File: config.mk
export PLATFORM = sky130hd
export DESIGN_NAME = hall_commutator
export DESIGN_NICKNAME = d
export VERILOG_FILES = /design/src/rtl/hc_pkg.sv /design/src/rtl/hc_decode.sv /design/src/rtl/hc_arbiter.sv /design/src/rtl/hall_commutator.sv
export SDC_FILE = /design/constraint.sdc
export NUM_CORES = 1
export LEC_CHECK = 0
export BUFFER_PORTS_ARGS = -buffer_cell sky130_fd_sc_hd__buf_4
export CAP_MARGIN = 30
export CORE_AREA = 2 2 39 41
export DETAILED_ROUTE_END_ITERATION = 10
export DIE_AREA = 0 0 41 43
export HOLD_SLACK_MARGIN = 0.12
export PLACE_DENSITY = 0.66
export SYNTH_ARGS = -nofsm -noshare
export SYNTH_HDL_FRONTEND = slang
export SYNTH_SLANG_ARGS = --single-unit
File: constraint.sdc
create_clock -name clk -period 2.91 [get_ports clk]
set_input_delay 0.4365 -clock clk [delete_from_list [all_inputs] [get_ports clk]]
set_output_delay 0.4365 -clock clk [all_outputs]
set_load 0.005 [all_outputs]
File: src/rtl/hc_pkg.sv
package hc_pkg;
  localparam int unsigned NPH    = 3;
  localparam int unsigned HALL_W = 3;

  typedef enum logic [1:0] {PH_U = 2'd0, PH_V = 2'd1, PH_W = 2'd2, PH_NONE = 2'd3} phase_e;

  typedef struct packed {
    phase_e hi;
    phase_e lo;
    logic   valid;
  } step_t;

  typedef logic [NPH-1:0]    phvec_t;
  typedef logic [HALL_W-1:0] hcode_t;
endpackage

File: src/rtl/hc_decode.sv
module hc_decode
  import hc_pkg::*;
(
  input  hcode_t hall,
  input  logic   hsel,
  input  logic   fr,
  output step_t  step
);
  hcode_t code;

  // Reverse rotation reuses the forward tables on the inverted code
  assign code = fr ? ~hall : hall;

  always_comb begin
    step = '{hi: PH_NONE, lo: PH_NONE, valid: 1'b0};
    if (hsel) begin
      unique case (code)
        3'b010: step = '{hi: PH_U, lo: PH_V, valid: 1'b1};
        3'b011: step = '{hi: PH_U, lo: PH_W, valid: 1'b1};
        3'b001: step = '{hi: PH_V, lo: PH_W, valid: 1'b1};
        3'b101: step = '{hi: PH_V, lo: PH_U, valid: 1'b1};
        3'b100: step = '{hi: PH_W, lo: PH_U, valid: 1'b1};
        3'b110: step = '{hi: PH_W, lo: PH_V, valid: 1'b1};
        default: step = '{hi: PH_NONE, lo: PH_NONE, valid: 1'b0};
      endcase
    end else begin
      unique case (code)
        3'b000: step = '{hi: PH_U, lo: PH_V, valid: 1'b1};
        3'b100: step = '{hi: PH_U, lo: PH_W, valid: 1'b1};
        3'b110: step = '{hi: PH_V, lo: PH_W, valid: 1'b1};
        3'b111: step = '{hi: PH_V, lo: PH_U, valid: 1'b1};
        3'b011: step = '{hi: PH_W, lo: PH_U, valid: 1'b1};
        3'b001: step = '{hi: PH_W, lo: PH_V, valid: 1'b1};
        default: step = '{hi: PH_NONE, lo: PH_NONE, valid: 1'b0};
      endcase
    end
  end
endmodule

File: src/rtl/hc_arbiter.sv
module hc_arbiter
  import hc_pkg::*;
(
  input  step_t  step,
  input  logic   sb,
  input  logic   br_n,
  input  logic   brake_pwm,
  input  logic   lv_fault,
  input  logic   hi_disable,
  output phvec_t hi_nxt,
  output phvec_t lo_nxt
);
  phvec_t hi_sel, lo_sel;

  // Phase index to one-hot, one bit per leg
  for (genvar p = 0; p < NPH; p++) begin : g_leg
    assign hi_sel[p] = step.valid && (step.hi == phase_e'(2'(p)));
    assign lo_sel[p] = step.valid && (step.lo == phase_e'(2'(p)));
  end

  always_comb begin
    hi_nxt = '0;
    lo_nxt = '0;
    if (lv_fault || !step.valid) begin
      hi_nxt = '0;
      lo_nxt = '0;
    end else if (sb) begin
      lo_nxt = '1;
    end else if (!br_n) begin
      lo_nxt = {NPH{brake_pwm}};
    end else begin
      hi_nxt = hi_disable ? '0 : hi_sel;
      lo_nxt = lo_sel;
    end
  end
endmodule

File: src/rtl/hall_commutator.sv
module hall_commutator
  import hc_pkg::*;
(
  input  logic       clk,
  input  logic       rst,
  input  logic [2:0] hall,
  input  logic       hsel,
  input  logic       fr,
  input  logic       sb,
  input  logic       br_n,
  input  logic       brake_pwm,
  input  logic       lv_fault,
  input  logic       hi_disable,
  output logic       uh,
  output logic       vh,
  output logic       wh,
  output logic       ul,
  output logic       vl,
  output logic       wl
);
  step_t  dec_step;
  phvec_t hi_nxt, lo_nxt;
  phvec_t hi_q, lo_q;

  hc_decode u_decode (
    .hall (hall),
    .hsel (hsel),
    .fr   (fr),
    .step (dec_step)
  );

  hc_arbiter u_arbiter (
    .step       (dec_step),
    .sb         (sb),
    .br_n       (br_n),
    .brake_pwm  (brake_pwm),
    .lv_fault   (lv_fault),
    .hi_disable (hi_disable),
    .hi_nxt     (hi_nxt),
    .lo_nxt     (lo_nxt)
  );

  always_ff @(posedge clk) begin
    if (rst) begin
      hi_q <= '0;
      lo_q <= '0;
    end else begin
      hi_q <= hi_nxt;
      lo_q <= lo_nxt;
    end
  end

  assign {wh, vh, uh} = hi_q;
  assign {wl, vl, ul} = lo_q;

  // never two high sides at once
  assert_hi_onehot_R12: assert property (@(posedge clk) disable iff (rst)
    $onehot0({uh, vh, wh}));

  // single low side outside braking
  assert_lo_onehot_R12: assert property (@(posedge clk) disable iff (rst)
    (!sb && br_n) |=> $onehot0({ul, vl, wl}));

  // undervoltage blanks everything on the next clock
  assert_lv_off_R7: assert property (@(posedge clk) disable iff (rst)
    lv_fault |=> ({uh, vh, wh, ul, vl, wl} == 6'b0));

  // all-high code in 120 degree spacing blanks everything
  assert_inv_off_R4: assert property (@(posedge clk) disable iff (rst)
    (hsel && hall == 3'b111) |=> ({uh, vh, wh, ul, vl, wl} == 6'b0));

  // shorted brake grounds all windings
  assert_sb_R9: assert property (@(posedge clk) disable iff (rst)
    (!lv_fault && dec_step.valid && sb) |=> ({ul, vl, wl} == 3'b111 && {uh, vh, wh} == 3'b000));

  // regenerative brake follows the duty pulse on every low side
  assert_regen_R10: assert property (@(posedge clk) disable iff (rst)
    (!lv_fault && dec_step.valid && !sb && !br_n) |=>
      ({ul, vl, wl} == {3{$past(brake_pwm)}} && {uh, vh, wh} == 3'b000));

  // the mask leaves no high side on
  assert_hidis_R11: assert property (@(posedge clk) disable iff (rst)
    hi_disable |=> ({uh, vh, wh} == 3'b000));
endmodule

==> reports/qor.txt <==
status - finished clean
Setup-failing EPs final - 0
Fin. Hold Viols - 0
I/O pins - 18
DRC - 0
H-tree depth - 1
buffers added on ports - 17
HPWL after DPL - 754.6 µm
largest net degree at the start of global routing - 17
Worst Setup Slack, final - 1.534 ns
Die Area - 0.001763 mm²
Synth Net Count - 73
number of synthesized flops with an enable pin - 0
RSZ-0062 raised after global routing - false
Layout fillers - 144
Seq/Total Area, Yosys - 0.2270
Initial DRC Count - 5
Max Fclk - 0.7270 GHz
vias in the first global route - 440
Initial Util - 0.3825
Clock transition at path regs - 0.04 ns
clock sinks - 6
clock root cell - clkbuf_4
Yosys reg bits - 6
drt wl/cell - 10.59 µm
CTS Buffer Depth - 2
CTS tree - yes
initial antenna violation count - 0
critical path class - primary input to register
Global Route Usage Sum - 0.1341
Setup TNS - 0 ns
CTS Hold Buffers Added - 0
CTS resizes - 0
Final nets - 90
Pre-Repair DR Iteration Count - 4
drt total wl - 974 µm
FFs w/ async S/R, synth - 0
slowest stage delay, CP - 0.51 ns
Relative slew margins - 0.7885
layout cell share with drive strength beyond 1 - 0.4079
CP endpoint kind - register
grt ovf - 0
# Max-Cap Violations - 0
PD cells - 344.9 mW/mm²
Worst-Margin Slew - 0.3148 ns
Tcrit/Tclk final - 0.4727
Final min period - 1.376 ns
synth warn - 0
DR vias - 477
Max FO, Critical Path - 14
Worst Hold Class - primary input to register
Synth cell types - 34
core area - 0.001384 mm²
total CTS buffers - 3
Critical-path top delay cell - or4b_4
Pins Over Slew Limit - 0
Synth Flop Type - dfxtp_1
vias per cell - 5.185
Die Wd - 41 µm
Post-Syn Instances - 61
CP Launch Type - primary input
Peak VDD IR - 117.5 µV
leak pwr - 0.2724 nW
first-pass GRT wire length - 1.704 mm
CP Buf/Inv Count - 1
Chip Height - 43 µm
num rows - 14
Crit path arrival time - 1.56 ns
Netlist Area Pre-Place - 529.3 µm²
Crit path required time - 3.09 ns
post-CTS setup buffers - 0
Place WS - 1.289 ns
CP Cell Sequence - buf_4, and2_4, or4b_4, nand4_2, and3b_1
Detail Route Antenna Nets - 0
Crit path max-delay family - simple AND/OR/NAND/NOR gates
Avg Inst Size Synth - 8.676 µm²
diode count - 0
Final GP Congestion - 0.6720
Layout area overhead - 23.64%
## cells in the mapped netlist (2+ instances only)
cell	number	area share
buf_4	2	0.028
buf_6	2	0.043
dfxtp_1	6	0.23
mux2_2	2	0.043
mux2i_1	2	0.038
nand2_1	3	0.021
nand3_1	2	0.019
nand3b_1	4	0.057
nor2_1	5	0.035
nor3_1	5	0.047
o21ai_0	2	0.019
o22ai_1	4	0.047
## path summary, 6_finish.rpt
check / start / endpoint / slack, ns / cells past startpoint
worst max-delay path: hall[0] / hi_q[2]$_SDFF_PP0_ / 1.53 / 5
worst min-delay path: brake_pwm / lo_q[1]$_SDFF_PP0_ / 0.50 / 3
## report_power, final
part / switching [mW] / total [mW] / internal, mW
clock: 0.0258 / 0.0721 / 0.0464
sequential: 0.000657 / 0.0862 / 0.0856
combinational: 0.0325 / 0.0674 / 0.0349
total: 0.0589 / 0.226 / 0.167
## per-layer routing
layer  GRT usage  wire, µm  vias to the layer above
met2      0.2000       452                       13
li1            -         -                      257
met5           0         0                        -
met1      0.1847       470                      207
met3           0        51                        0
met4     0.08000         0                        0
## cell usage in the layout (no fill, tap or decap), drive strengths merged, types with 3 or more instances in the layout
master  instances
nor2            5
clkbuf          3
nor3            5
buf            17
dfxtp           6
nand2           3
o22ai           4
nand3b          5
## cells by family (layout without fill, tap and decap cells)
kind of cell | count (synthesis) | after routing | synth area share
mux | 4 | 4 | 0.08038
xor+xnor | 2 | 2 | 0.03310
flops | 6 | 6 | 0.2270
buf+inv | 5 | 20 | 0.08510
simple gates | 34 | 34 | 0.4445
compound gates | 10 | 10 | 0.1300
## stage by stage
stage | cells | util | power [mW] | hold WS (ns) | instance area (µm²)
4_1_cts | 92 | 0.4729 | 0.2304 | 0.4902 | 654.4
3_5_place_dp | 89 | 0.4566 | 0.1550 | 0.7407 | 631.9
3_3_place_gp | 89 | 0.4566 | 0.1538 | 0.7436 | 631.9
2_1_floorplan | 61 | - | 0.1357 | 0.6260 | 529.3
6_report | 92 | 0.4729 | 0.2257 | 0.5039 | 654.4
5_1_grt | 92 | 0.4729 | 0.2425 | 0.5261 | 654.4
## flip-flops by register name, indices dropped and copies added (netlist names)
register	flops
lo_q	3
hi_q	3
## tightest hold or removal path: stages
cell    delay [ns]
buf_4         0.08
nor3_1        0.06
nor3_1        0.12
## cell type report
class / count / area (µm²) / area share
multi-input cells: 50 / 364.1 / 0.5564
repair buffers: 17 / 127.6 / 0.1950
flip-flops and latches: 6 / 120.1 / 0.1836
clock buffers: 3 / 22.52 / 0.03442
well taps: 16 / 20.02 / 0.03059
Power figures use the tool's default switching activity.
